$ cat src/rtl/group_issue_slot.sv
module group_issue_slot #(
  parameter int SLOTS = 4,
  parameter int CW    = 2,
  parameter int FW    = 3
) (
  input  logic                  clk,
  input  logic                  rst_n,
  input  logic                  flush,
  input  logic                  grp_valid,
  input  logic [SLOTS-1:0]      grp_slot_vld,
  input  logic [SLOTS*CW-1:0]   grp_cls,
  input  logic [(1<<CW)*FW-1:0] unit_free,
  output logic                  grp_ready,
  output logic [SLOTS-1:0]      issue_grant,
  output logic [SLOTS*CW-1:0]   issue_cls
);
  localparam int NCLS = 1 << CW;

  logic [SLOTS-1:0]    pend;
  logic [SLOTS*CW-1:0] cls_q;
  logic [FW-1:0]       left [NCLS];
  logic                stop;
  logic [SLOTS-1:0]    remain;

  always_comb begin
    for (int c = 0; c < NCLS; c++) left[c] = unit_free[c*FW +: FW];
    stop        = flush;
    issue_grant = '0;
    for (int i = 0; i < SLOTS; i++) begin
      if (pend[i] && !stop) begin
        if (left[cls_q[i*CW +: CW]] != '0) begin
          issue_grant[i]            = 1'b1;
          left[cls_q[i*CW +: CW]]   = left[cls_q[i*CW +: CW]] - 1'b1;
        end else begin
          stop = 1'b1;
        end
      end
    end
  end

  assign remain    = pend & ~issue_grant;
  assign grp_ready = !flush && (remain == '0);
  assign issue_cls = cls_q;

  always_ff @(posedge clk) begin
    if (!rst_n) begin
      pend  <= '0;
      cls_q <= '0;
    end else if (flush) begin
      pend  <= '0;
    end else if (grp_valid && grp_ready) begin
      pend  <= grp_slot_vld;
      cls_q <= grp_cls;
    end else begin
      pend  <= remain;
    end
  end
endmodule

$ cat config.mk
export PLATFORM = sky130hd
export DESIGN_NAME = group_issue_slot
export DESIGN_NICKNAME = d
export VERILOG_FILES = /design/src/rtl/group_issue_slot.sv
export SDC_FILE = /design/constraint.sdc
export NUM_CORES = 1
export LEC_CHECK = 0
export BUFFER_PORTS_ARGS = -buffer_cell sky130_fd_sc_hd__buf_2
export CORE_MARGIN = 2
export CORE_UTILIZATION = 40
export DETAILED_ROUTE_END_ITERATION = 10
export GPL_TIMING_DRIVEN = 0
export SYNTH_ARGS = -nofsm -noshare
export SYNTH_HDL_FRONTEND = slang
export SYNTH_SLANG_ARGS = --single-unit
$ cat constraint.sdc
create_clock -name clk -period 18.5 [get_ports clk]
set_clock_uncertainty 0.05 [all_clocks]
set_input_delay 2.775 -clock clk [delete_from_list [all_inputs] [get_ports clk]]
set_output_delay 2.775 -clock clk [all_outputs]
set_load 0.01 [all_outputs]
==> impl_results.html, run 1 <==
<table>
<tr><th>Metric</th><th>Value</th></tr>
<tr><th colspan="2">Die</th></tr>
<tr><td>Die boundary width</td><td>72.48 um</td></tr>
<tr><td>Placeable Area</td><td>4444 um2</td></tr>
<tr><td>Vert. Die Dim</td><td>just over 70 um</td></tr>
<tr><td>Effective utilization at floorplan</td><td>42.20%</td></tr>
<tr><td>Area of the die</td><td>5253 um2</td></tr>
<tr><td>Number of placement rows</td><td>24</td></tr>
<tr><td>Total I/O pin count</td><td>41</td></tr>
<tr><th colspan="2">Critical path</th></tr>
<tr><td>Most repeated library cell on the critical path</td><td>ha_1</td></tr>
<tr><td>Type of element capturing the critical path</td><td>output pin</td></tr>
<tr><td>Arrival time worst endpoint</td><td>9.22 ns</td></tr>
<tr><td>CP max stage cell</td><td>or4b_1</td></tr>
<tr><td>Origin of the worst setup path</td><td>unit_free[6]</td></tr>
<tr><td>Beginning of the worst register-to-register path</td><td>issue_cls[1]</td></tr>
<tr><td>Reg-to-reg slack, setup</td><td>approximately 10 ns</td></tr>
<tr><td>Data required time at the worst endpoint</td><td>around 16 ns</td></tr>
<tr><td>Biggest cell delay along the critical path</td><td>0.51 ns</td></tr>
<tr><td>Class of the most critical setup path</td><td>in2out</td></tr>
<tr><td>R2r worst-path depth</td><td>33</td></tr>
<tr><td>Category of the worst setup path launch point</td><td>input port</td></tr>
<tr><td>R2r endpoint</td><td>issue_cls[0]</td></tr>
<tr><td>Maximum net fanout on the critical path</td><td>10</td></tr>
<tr><th colspan="2">Min path</th></tr>
<tr><td>Capture endpoint of the worst hold path</td><td>issue_cls[7]</td></tr>
<tr><td>Cell depth of the worst hold path</td><td>2</td></tr>
<tr><td>Worst hold start</td><td>issue_cls[7]</td></tr>
<tr><td>Worst hold path class</td><td>reg2reg</td></tr>
<tr><th colspan="2">Logic synthesis</th></tr>
<tr><td>Cell accounting for the most synthesized area</td><td>dfxtp_1</td></tr>
<tr><td>Primary flip-flop cell chosen by synthesis mapping</td><td>dfxtp_1</td></tr>
<tr><td>Area share of the largest cell type after synthesis</td><td>between 10% and 20%</td></tr>
<tr><td>Async SR Flop Fraction</td><td>0%</td></tr>
<tr><td>Net Count, Synth</td><td>294</td></tr>
<tr><td>Count of cell types in the netlist</td><td>65</td></tr>
<tr><td>Count of flip-flops with a built-in enable after synthesis</td><td>0</td></tr>
<tr><td>Top area cells in the synthesized netlist</td><td>dfxtp_1 13%, mux2i_1 7.5%, nand2_1 6.6%, a21oi_1 4.3%, ha_1 4.0%</td></tr>
<tr><td>Dominant cell by count in the synthesized netlist</td><td>nand2_1</td></tr>
<tr><td>Avg Synthesized Cell Area</td><td>7.214 um2</td></tr>
<tr><td>Number of register bits inferred by synthesis</td><td>12</td></tr>
<tr><td>Yosys warnings</td><td>0</td></tr>
<tr><td>Post-Synthesis Cells</td><td>between 200 and 300</td></tr>
<tr><td>Sequential area share after synthesis</td><td>12.81%</td></tr>
<tr><td>Post-Syn Area</td><td>1876 um2</td></tr>
<tr><td>Most used standard cells in the synthesized netlist</td><td>33 x nand2_1, 16 x a21oi_1, 16 x nor2_1</td></tr>
<tr><th colspan="2">GRT</th></tr>
<tr><td>Wire length of the first global-routing pass</td><td>9570 um</td></tr>
<tr><td>Vias in the first global route</td><td>approximately 2000</td></tr>
<tr><td>Total overflow reported by the global router</td><td>0</td></tr>
<tr><td>Maximum number of pins on one net before global-route repair</td><td>11</td></tr>
<tr><td>Gr usage total</td><td>22.72%</td></tr>
<tr><td>Number of antenna violations at the first check in global routing</td><td>0</td></tr>
<tr><th colspan="2">Clocking</th></tr>
<tr><td>Worst skew pair latency</td><td>0.24 ns</td></tr>
<tr><td>Cts bufs inserted</td><td>3</td></tr>
<tr><td>Count of hold buffers inserted by post-cts repair</td><td>0</td></tr>
<tr><td>Clk sinks</td><td>12</td></tr>
<tr><td>CTS H-Tree Depth</td><td>1</td></tr>
<tr><td>Gates resized, CTS repair</td><td>0</td></tr>
<tr><td>Maximum root-to-sink buffer count</td><td>2</td></tr>
<tr><td>Clock-pin slew of the registers on the worst-case setup and hold paths</td><td>0.05 ns</td></tr>
<tr><td>TritonCTS clock tree</td><td>yes</td></tr>
<tr><td>CTS Root Cell</td><td>clkbuf_8</td></tr>
<tr><td># Post-CTS Setup Buffers</td><td>0</td></tr>
<tr><th colspan="2">Timing</th></tr>
<tr><td>Post-route worst hold slack</td><td>0.4728 ns</td></tr>
<tr><td>Setup repair after global routing missed its margin</td><td>false</td></tr>
<tr><td>Max Transition Viols Final</td><td>0</td></tr>
<tr><td>Shortest clock period the worst path allows after layout</td><td>12.05 ns</td></tr>
<tr><td>Final Hold Viols</td><td>0</td></tr>
<tr><td>Total negative slack for setup checks</td><td>0 ns</td></tr>
<tr><td>Final count of negative-setup-slack endpoints</td><td>0</td></tr>
<tr><td>Least-Margin Pin Slew</td><td>0.5377 ns</td></tr>
<tr><td>Worst slew slack as a fraction of its limit</td><td>63.23%</td></tr>
<tr><td>Fraction of the cycle the final worst path needs</td><td>65.12%</td></tr>
<tr><td>Maximum clock frequency</td><td>83.00 MHz</td></tr>
<tr><th colspan="2">Route</th></tr>
<tr><td>Overall via count from detail_route</td><td>2121</td></tr>
<tr><td>Antenna Violating Nets Remaining</td><td>0</td></tr>
<tr><td>DRT Pass-1 Iters</td><td>4</td></tr>
<tr><td>Total wire length after detailed routing</td><td>5626 um</td></tr>
<tr><td>Wire per inst</td><td>15.89 um</td></tr>
<tr><td>Via density per instance</td><td>5.992</td></tr>
<tr><td>Post-detailed-route DRC marker count</td><td>0</td></tr>
<tr><td>Initial detailed-routing violation count</td><td>about 190</td></tr>
<tr><th colspan="2">Placement</th></tr>
<tr><td>Area after DPL</td><td>2131 um2</td></tr>
<tr><td>Quantity of I/O buffers inserted on ports</td><td>38</td></tr>
<tr><td>Routability cong.</td><td>0.9301</td></tr>
<tr><td>DP Wirelength</td><td>4512 um</td></tr>
<tr><th colspan="2">Layout</th></tr>
<tr><td>Storage element area</td><td>240.2 um2</td></tr>
<tr><td>Antenna Diode Count</td><td>0</td></tr>
<tr><td>Filler cell count</td><td>~460</td></tr>
<tr><td>Share of post-route cells with drive strength above 1</td><td>19.87%</td></tr>
<tr><td>Post-route cell area</td><td>~2200 um2</td></tr>
<tr><td>Growth of design area from synthesis to finish</td><td>16.54%</td></tr>
<tr><td>Area of the multi-input gates</td><td>1514 um2</td></tr>
<tr><td>Net count, final</td><td>337</td></tr>
<tr><th colspan="2">Outcome</th></tr>
<tr><td>Run status</td><td>finished, final reports clean</td></tr>
<tr><th colspan="2">Power and ir drop</th></tr>
<tr><td>VDD IR max</td><td>around 0.057 mV</td></tr>
<tr><td>Leakage</td><td>roughly 0.0009 uW</td></tr>
<tr><td>Areal power density over the cells</td><td>43.76 nW/um2</td></tr>
<tr><th colspan="2">Flow run</th></tr>
<tr><td>Count of max-cap constraint violations</td><td>0</td></tr>
</table>
[worst max-delay path: cells and delay by family]
family	cells	cell delay, ns
buffers and inverters	3	0.47
and+or+nand+nor	10	2.36
AOI/OAI and AO/OA	11	1.82
muxes	1	0.26
adders and majority gates	6	1.53
[routing by layer]
layer / up-vias / track usage [%] / wire length, um
li1: 1067 / - / -
met4: 0 / 6.584 / 15
met1: 982 / 31.61 / 2617
met3: 2 / 2.222 / 320
met5: - / 0 / 0
met2: 70 / 37.31 / 2672
[cells by family (layout without fill, tap and decap cells)]
group,count (synthesis),in the layout,share of synthesized area (%)
XOR/XNOR,6,6,2.802
flip-flops,12,12,12.81
AO/OA/AOI/OAI,76,76,28.22
buffers and inverters,29,71,6.471
multiplexers,18,18,11.67
adder cells (fa/ha/maj),6,6,4.003
AND/OR/NAND/NOR,113,113,34.02
[how the worst max path moves through the flow]
stage                      to  cells past startpoint
floorplan           grp_ready                     30
global placement    grp_ready                     32
detailed placement  grp_ready                     32
CTS                 grp_ready                     32
global route        grp_ready                     32
finish              grp_ready                     31
[layout make-up]
type                    instances  share of cell area [%]
multi-input cells             219                   69.26
plain buffers                  19                   3.835
repair buffers                 38                   8.701
inverters                      10                   1.717
clock buffers                   4                   2.519
well taps                      52                   2.977
flip-flops and latches         12                   10.99
[report_power, final]
group | internal (uW) | total, uW | switching, uW
sequential | 27.0 | 28.4 | 1.33
combinational | 16.2 | 39.3 | 23.0
clock | 18.8 | 28.0 | 9.24
[registers in the layout (all words and copies together), names as in the netlist]
| signal | cells |
|---|---|
| issue_cls | 8 |
| pend | 4 |
[layout by cell type (no fill, tap or decap), types with 5 or more instances in the layout]
cell      Yosys  layout
o31ai_1       6       6
nor2b_1       6       6
inv_1         9       9
nand3_1      11      11
nor3_1       11      11
a21boi_0      5       5
mux2i_1      14      14
clkbuf_1     12      12
o21ai_0      13      13
dfxtp_1      12      12
xor2_1        5       5
nor2_1       16      16
ha_1          6       6
a21oi_1      16      16
buf_2         4      42
nand2_1      33      33
nand2b_1      6       6
[through the flow]
step                      instances  setup WS [ns]  utilization, %  power [uW]
after floorplan                 260          7.640               -       55.81
after global placement          350          6.528           47.94       67.82
after detailed placement        350          6.603           47.94       67.51
after CTS                       354          6.587           49.18       96.38
after global routing            354          5.905           49.18       103.0
final                           354          6.452           49.18       95.66
Power figures use the tool's default switching activity.
==> inputs of run 2 (changes only) <==
==> constraint.sdc (replaced) <==
create_clock -name clk -period 10.1 [get_ports clk]
set_clock_uncertainty 0.05 [all_clocks]
set_input_delay 1.515 -clock clk [delete_from_list [all_inputs] [get_ports clk]]
set_output_delay 1.515 -clock clk [all_outputs]
set_load 0.01 [all_outputs]
==> impl_results.html, run 2 (synthesized netlist as in run 1, its figures left out) <==
<table>
<tr><th>Metric</th><th>Value</th></tr>
<tr><th colspan="2">Clocking</th></tr>
<tr><td>Maximum root-to-sink buffer count</td><td>2</td></tr>
<tr><td># Post-CTS Setup Buffers</td><td>0</td></tr>
<tr><td>Count of hold buffers inserted by post-cts repair</td><td>0</td></tr>
<tr><td>Worst skew pair latency</td><td>0.24 ns</td></tr>
<tr><td>Clk sinks</td><td>12</td></tr>
<tr><td>Gates resized, CTS repair</td><td>0</td></tr>
<tr><td>TritonCTS clock tree</td><td>yes</td></tr>
<tr><td>CTS H-Tree Depth</td><td>1</td></tr>
<tr><td>Cts bufs inserted</td><td>3</td></tr>
<tr><td>Clock-pin slew of the registers on the worst-case setup and hold paths</td><td>~0.05 ns</td></tr>
<tr><td>CTS Root Cell</td><td>clkbuf_8</td></tr>
<tr><th colspan="2">Critical path</th></tr>
<tr><td>CP max stage cell</td><td>or4b_4</td></tr>
<tr><td>Top Family by Delay on Critical Path</td><td>simple AND/OR/NAND/NOR gates</td></tr>
<tr><td>Type of element capturing the critical path</td><td>output pin</td></tr>
<tr><td>Most repeated library cell on the critical path</td><td>ha_1</td></tr>
<tr><td>Maximum net fanout on the critical path</td><td>8</td></tr>
<tr><td>Class of the most critical setup path</td><td>in2out</td></tr>
<tr><td>Buffer and inverter count on the worst path</td><td>2</td></tr>
<tr><td>Arrival time worst endpoint</td><td>a little under 8 ns</td></tr>
<tr><td>Data required time at the worst endpoint</td><td>8.54 ns</td></tr>
<tr><td>Category of the worst setup path launch point</td><td>input port</td></tr>
<tr><td>Biggest cell delay along the critical path</td><td>between 0.6 and 0.7 ns</td></tr>
<tr><th colspan="2">GRT</th></tr>
<tr><td>Number of antenna violations at the first check in global routing</td><td>0</td></tr>
<tr><td>Wire length of the first global-routing pass</td><td>9570 um</td></tr>
<tr><td>Maximum number of pins on one net before global-route repair</td><td>11</td></tr>
<tr><td>Total overflow reported by the global router</td><td>0</td></tr>
<tr><td>Gr usage total</td><td>22.72%</td></tr>
<tr><td>Vias in the first global route</td><td>2003</td></tr>
<tr><th colspan="2">Layout</th></tr>
<tr><td>Growth of design area from synthesis to finish</td><td>16.61%</td></tr>
<tr><td>Top library cells by usage in the layout, fill and taps aside</td><td>42 x buf_2, 33 x nand2_1, 16 x nor2_1, 16 x a21oi_1, 14 x mux2i_1</td></tr>
<tr><td>Net count, final</td><td>337</td></tr>
<tr><td>Share of post-route cells with drive strength above 1</td><td>about a fifth</td></tr>
<tr><td>Post-route cell area</td><td>2187 um2</td></tr>
<tr><td>Antenna Diode Count</td><td>0</td></tr>
<tr><td>Filler cell count</td><td>455</td></tr>
<tr><td>Flip-flop count of the largest register, all copies and words added</td><td>8</td></tr>
<tr><td>Most common library cell in the layout ignoring fill and taps</td><td>buf_2</td></tr>
<tr><th colspan="2">Timing</th></tr>
<tr><td>Setup repair after global routing missed its margin</td><td>false</td></tr>
<tr><td>Fraction of the cycle the final worst path needs</td><td>94.30%</td></tr>
<tr><td>Shortest clock period the worst path allows after layout</td><td>9.524 ns</td></tr>
<tr><td>Maximum clock frequency</td><td>105.0 MHz</td></tr>
<tr><td>Final count of negative-setup-slack endpoints</td><td>0</td></tr>
<tr><td>Least-Margin Pin Slew</td><td>0.5386 ns</td></tr>
<tr><td>Total negative slack for setup checks</td><td>0 ns</td></tr>
<tr><td>Worst slew slack as a fraction of its limit</td><td>63.17%</td></tr>
<tr><td>Max Transition Viols Final</td><td>0</td></tr>
<tr><td>Final Hold Viols</td><td>0</td></tr>
<tr><th colspan="2">Power and ir drop</th></tr>
<tr><td>VDD IR max</td><td>0.1051 mV</td></tr>
<tr><td>Fraction of power spent switching nets</td><td>35.17%</td></tr>
<tr><td>Combinational fraction of design power</td><td>41.0%</td></tr>
<tr><td>Areal power density over the cells</td><td>80.20 nW/um2</td></tr>
<tr><td>Relative contribution of the clock network to total power</td><td>29.4%</td></tr>
<tr><td>Net switching power</td><td>61.69 uW</td></tr>
<tr><td>Leakage</td><td>between 0.0008 and 0.0009 uW</td></tr>
<tr><td>Sequential Power Share</td><td>just under 30%</td></tr>
<tr><td>Cell Int Power</td><td>113.7 uW</td></tr>
<tr><th colspan="2">Die</th></tr>
<tr><td>Placeable Area</td><td>about 4400 um2</td></tr>
<tr><td>Total I/O pin count</td><td>41</td></tr>
<tr><td>Effective utilization at floorplan</td><td>42.20%</td></tr>
<tr><td>Vert. Die Dim</td><td>72.48 um</td></tr>
<tr><td>Die boundary width</td><td>just over 70 um</td></tr>
<tr><td>Number of placement rows</td><td>24</td></tr>
<tr><td>Area of the die</td><td>about 5300 um2</td></tr>
<tr><th colspan="2">Placement</th></tr>
<tr><td>Area after DPL</td><td>2131 um2</td></tr>
<tr><td>DP Wirelength</td><td>4512 um</td></tr>
<tr><td>Routability cong.</td><td>0.9301</td></tr>
<tr><td>Quantity of I/O buffers inserted on ports</td><td>38</td></tr>
<tr><th colspan="2">Route</th></tr>
<tr><td>Initial detailed-routing violation count</td><td>177</td></tr>
<tr><td>Total wire length after detailed routing</td><td>5616 um</td></tr>
<tr><td>Via density per instance</td><td>5.986</td></tr>
<tr><td>Wire per inst</td><td>15.86 um</td></tr>
<tr><td>Antenna Violating Nets Remaining</td><td>0</td></tr>
<tr><td>Overall via count from detail_route</td><td>about 2100</td></tr>
<tr><td>Post-detailed-route DRC marker count</td><td>0</td></tr>
<tr><td>DRT Pass-1 Iters</td><td>4</td></tr>
<tr><th colspan="2">Flow run</th></tr>
<tr><td>Count of max-cap constraint violations</td><td>0</td></tr>
<tr><th colspan="2">Outcome</th></tr>
<tr><td>Run status</td><td>finished, final reports clean</td></tr>
<tr><th colspan="2">Min path</th></tr>
<tr><td>Worst hold path class</td><td>reg2reg</td></tr>
</table>
-- run 2: changes by cell type in the layout (fill, tap and decap cells not counted) --
cell / previous run / this run
clkbuf_2: 0 / 1
clkbuf_1: 12 / 11
-- run 2: layer usage --
layer  share of wire (%)  global-route usage (%)
met1                  46                   31.61
met2                  47                   37.31
met5                   0                       0
met4                0.43                   6.584
met3                 6.2                   2.222
-- run 2: power groups by stage --
stage               clock (uW)  combinational (uW)  sequential [uW]
finish                    51.5                72.0             51.9
global route              56.1                80.2             52.3
CTS                       53.5                71.1             51.9
detailed placement           0                70.7             52.9
global placement             0                71.4             52.8
floorplan                    0                49.1             53.1
-- run 2: worst min-delay path: stages (launching register included) --
cell and delay [ns]:
dfxtp_1 0.35, nand2_1 0.07, mux2i_1 0.06
-- run 2: area by class of cell --
cell class | instances | area, um2 | share of cell area, %
multi-input combinational | 219 | 1514 | 69.22
inverter | 10 | 37.54 | 1.716
clock buffer | 4 | 55.05 | 2.517
buffer | 19 | 85.08 | 3.890
tap | 52 | 65.06 | 2.975
sequential | 12 | 240.2 | 10.98
timing repair buffer | 38 | 190.2 | 8.696
-- run 2: worst paths after layout --
path | from | endpoint | slack, ns | depth (start not counted)
max | unit_free[9] | grp_ready | 0.58 | 31
min | issue_cls[7] | issue_cls[7] | 0.47 | 2
min reg2reg | issue_cls[7] | issue_cls[7] | 0.47 | 2
max reg2reg | issue_cls[1] | issue_cls[0] | 2.20 | 33
-- run 2: per-stage QoR --
stage | setup WS [ns] | power (uW) | hold slack [ns] | utilization [%] | cells
floorplan | 1.760 | 102.2 | 0.4532 | - | 260
global placement | 0.6480 | 124.2 | 0.4646 | 47.94 | 350
detailed placement | 0.7231 | 123.7 | 0.4750 | 47.94 | 350
CTS | 0.7068 | 176.5 | 0.4825 | 49.18 | 354
global route | 0.03128 | 188.7 | 0.5122 | 49.21 | 354
finish | 0.5761 | 175.4 | 0.4728 | 49.21 | 354
==> inputs of run 3 (changes only) <==
--- a/config.mk
+++ b/config.mk
@@ -6,10 +6,12 @@
 export NUM_CORES = 1
 export LEC_CHECK = 0
 export BUFFER_PORTS_ARGS = -buffer_cell sky130_fd_sc_hd__buf_2
+export CORE_ASPECT_RATIO = 0.9
 export CORE_MARGIN = 2
 export CORE_UTILIZATION = 40
 export DETAILED_ROUTE_END_ITERATION = 10
 export GPL_TIMING_DRIVEN = 0
+export HOLD_SLACK_MARGIN = 0.15
 export SYNTH_ARGS = -nofsm -noshare
 export SYNTH_HDL_FRONTEND = slang
 export SYNTH_SLANG_ARGS = --single-unit
==> impl_results.html, run 3 (synthesized netlist as in run 1, its figures left out) <==
<table>
<tr><th>Metric</th><th>Value</th></tr>
<tr><th colspan="2">Layout</th></tr>
<tr><td>Flip-flop count of the largest register, all copies and words added</td><td>8</td></tr>
<tr><td>Area of the multi-input gates</td><td>around 1500 um2</td></tr>
<tr><td>Filler-free cell count of the finished design</td><td>about 360</td></tr>
<tr><td>Antenna Diode Count</td><td>0</td></tr>
<tr><td>Growth of design area from synthesis to finish</td><td>17.21%</td></tr>
<tr><td>Most common library cell in the layout ignoring fill and taps</td><td>buf_2</td></tr>
<tr><td>Net count, final</td><td>337</td></tr>
<tr><td>Top library cells by usage in the layout, fill and taps aside</td><td>42 x buf_2, 33 x nand2_1, 16 x nor2_1, 16 x a21oi_1, 14 x mux2i_1</td></tr>
<tr><td>Storage element area</td><td>240.2 um2</td></tr>
<tr><td>Filler cell count</td><td>483</td></tr>
<tr><td>Share of post-route cells with drive strength above 1</td><td>19.87%</td></tr>
<tr><th colspan="2">Power and ir drop</th></tr>
<tr><td>Overall power consumption</td><td>~180 uW</td></tr>
<tr><td>VDD IR max</td><td>0.07156 mV</td></tr>
<tr><td>Leakage</td><td>0.0008768 uW</td></tr>
<tr><td>Areal power density over the cells</td><td>80.75 nW/um2</td></tr>
<tr><th colspan="2">Critical path</th></tr>
<tr><td>Most repeated library cell on the critical path</td><td>ha_1</td></tr>
<tr><td>Crit path capture</td><td>grp_ready</td></tr>
<tr><td>Category of the worst setup path launch point</td><td>input port</td></tr>
<tr><td>R2r endpoint</td><td>issue_cls[0]</td></tr>
<tr><td>Reg-to-reg slack, setup</td><td>2.24 ns</td></tr>
<tr><td>CP max stage cell</td><td>or4b_4</td></tr>
<tr><td>Beginning of the worst register-to-register path</td><td>issue_cls[1]</td></tr>
<tr><td>Type of element capturing the critical path</td><td>output pin</td></tr>
<tr><td>Class of the most critical setup path</td><td>in2out</td></tr>
<tr><td>Arrival time worst endpoint</td><td>between 7 and 8 ns</td></tr>
<tr><td>Maximum net fanout on the critical path</td><td>8</td></tr>
<tr><td>R2r worst-path depth</td><td>33</td></tr>
<tr><td>Data required time at the worst endpoint</td><td>8.54 ns</td></tr>
<tr><td>Biggest cell delay along the critical path</td><td>roughly 0.62 ns</td></tr>
<tr><td>Origin of the worst setup path</td><td>unit_free[9]</td></tr>
<tr><th colspan="2">Route</th></tr>
<tr><td>Initial detailed-routing violation count</td><td>~210</td></tr>
<tr><td>Antenna Violating Nets Remaining</td><td>0</td></tr>
<tr><td>Post-detailed-route DRC marker count</td><td>0</td></tr>
<tr><td>Wire per inst</td><td>15.84 um</td></tr>
<tr><td>Overall via count from detail_route</td><td>~2100</td></tr>
<tr><td>Via density per instance</td><td>a little under 6</td></tr>
<tr><td>DRT Pass-1 Iters</td><td>5</td></tr>
<tr><td>Total wire length after detailed routing</td><td>between 5000 and 6000 um</td></tr>
<tr><th colspan="2">Clocking</th></tr>
<tr><td>Count of hold buffers inserted by post-cts repair</td><td>0</td></tr>
<tr><td>CTS H-Tree Depth</td><td>1</td></tr>
<tr><td>Cts bufs inserted</td><td>3</td></tr>
<tr><td>TritonCTS clock tree</td><td>yes</td></tr>
<tr><td>Clk sinks</td><td>12</td></tr>
<tr><td>Gates resized, CTS repair</td><td>0</td></tr>
<tr><td>Worst skew pair latency</td><td>0.24 ns</td></tr>
<tr><td># Post-CTS Setup Buffers</td><td>0</td></tr>
<tr><td>Maximum root-to-sink buffer count</td><td>2</td></tr>
<tr><td>Clock-pin slew of the registers on the worst-case setup and hold paths</td><td>around 0.05 ns</td></tr>
<tr><td>CTS Root Cell</td><td>clkbuf_8</td></tr>
<tr><th colspan="2">Die</th></tr>
<tr><td>Area of the die</td><td>5253 um2</td></tr>
<tr><td>Die boundary width</td><td>about 76 um</td></tr>
<tr><td>Total I/O pin count</td><td>41</td></tr>
<tr><td>Vert. Die Dim</td><td>68.96 um</td></tr>
<tr><td>Placeable Area</td><td>about 4500 um2</td></tr>
<tr><td>Effective utilization at floorplan</td><td>41.78%</td></tr>
<tr><td>Number of placement rows</td><td>23</td></tr>
<tr><th colspan="2">Timing</th></tr>
<tr><td>Total negative slack for setup checks</td><td>0 ns</td></tr>
<tr><td>Post-route worst hold slack</td><td>0.4807 ns</td></tr>
<tr><td>Max Transition Viols Final</td><td>0</td></tr>
<tr><td>Setup repair after global routing missed its margin</td><td>false</td></tr>
<tr><td>Fraction of the cycle the final worst path needs</td><td>around 93%</td></tr>
<tr><td>Worst slew slack as a fraction of its limit</td><td>65.19%</td></tr>
<tr><td>Least-Margin Pin Slew</td><td>roughly 0.52 ns</td></tr>
<tr><td>Maximum clock frequency</td><td>around 110 MHz</td></tr>
<tr><td>Final Hold Viols</td><td>0</td></tr>
<tr><td>Shortest clock period the worst path allows after layout</td><td>9.415 ns</td></tr>
<tr><td>Final count of negative-setup-slack endpoints</td><td>0</td></tr>
<tr><th colspan="2">GRT</th></tr>
<tr><td>Vias in the first global route</td><td>1809</td></tr>
<tr><td>Number of antenna violations at the first check in global routing</td><td>0</td></tr>
<tr><td>Gr usage total</td><td>22.07%</td></tr>
<tr><td>Wire length of the first global-routing pass</td><td>9142 um</td></tr>
<tr><td>Total overflow reported by the global router</td><td>0</td></tr>
<tr><td>Maximum number of pins on one net before global-route repair</td><td>11</td></tr>
<tr><th colspan="2">Placement</th></tr>
<tr><td>Instance count after placement with tap cells included</td><td>360</td></tr>
<tr><td>Routability cong.</td><td>0.9508</td></tr>
<tr><td>DP Wirelength</td><td>4620 um</td></tr>
<tr><td>Quantity of I/O buffers inserted on ports</td><td>38</td></tr>
<tr><th colspan="2">Flow run</th></tr>
<tr><td>Count of max-cap constraint violations</td><td>0</td></tr>
<tr><th colspan="2">Outcome</th></tr>
<tr><td>Run status</td><td>finished, final reports clean</td></tr>
<tr><th colspan="2">Min path</th></tr>
<tr><td>Worst hold path class</td><td>reg2reg</td></tr>
</table>
-- run 3: cell counts in the layout (fill, tap and decap cells not counted) --
No cell type changed its count.
-- run 3: worst min path at each step --
| stage | startpoint | endpoint | slack, ns | cells past startpoint |
|---|---|---|---|---|
| final | issue_cls[7] | issue_cls[7] | 0.48 | 2 |
| after detailed placement | issue_cls[7] | issue_cls[7] | 0.48 | 2 |
| after global placement | issue_cls[7] | issue_cls[7] | 0.48 | 2 |
| after global routing | issue_cls[7] | issue_cls[7] | 0.53 | 2 |
| after CTS | issue_cls[7] | issue_cls[7] | 0.49 | 2 |
| after floorplan | issue_cls[7] | issue_cls[7] | 0.45 | 2 |
-- run 3: layer usage --
layer  part of all wire (%)  vias to the layer above  track usage (%)  routed length, um
li1                       -                     1064                -                  -
met1                     50                      966            32.34               2858
met2                     43                       69            35.04               2488
met3                    6.1                        7            1.823                354
met4                    1.1                        0            6.136                 63
met5                      0                        -                0                  0
-- run 3: cell type report --
type                            count  share of cell area, %
Buffer                             19                  3.813
Clock buffer                        4                  2.504
Inverter                           10                  1.707
Multi-Input combinational cell    219                  68.87
Sequential cell                    12                  10.93
Tap cell                           62                  3.529
Timing Repair Buffer               38                  8.651
-- run 3: worst max-delay path, delay by kind of cell --
kind | cells | cell delay [ns]
AO/OA/AOI/OAI | 12 | 1.62
adder cells (fa/ha/maj) | 6 | 1.51
buffers and inverters | 2 | 0.26
AND/OR/NAND/NOR | 11 | 2.96
-- run 3: through the flow --
step / utilization, % / worst slack, ns / instance area [um2]
final: 48.97 / 0.6848 / 2198
after global routing: 48.97 / 0.07505 / 2198
after CTS: 48.97 / 0.7587 / 2198
after floorplan: - / 1.760 / 1876
after global placement: 47.74 / 0.7413 / 2143
after detailed placement: 47.74 / 0.7872 / 2143
-- run 3: where the power goes --
group,switching (uW),internal (uW),leakage [uW]
sequential,2.53,49.5,0.0000979
clock,18.2,34.5,0.0000288
combinational,43.0,29.8,0.000750
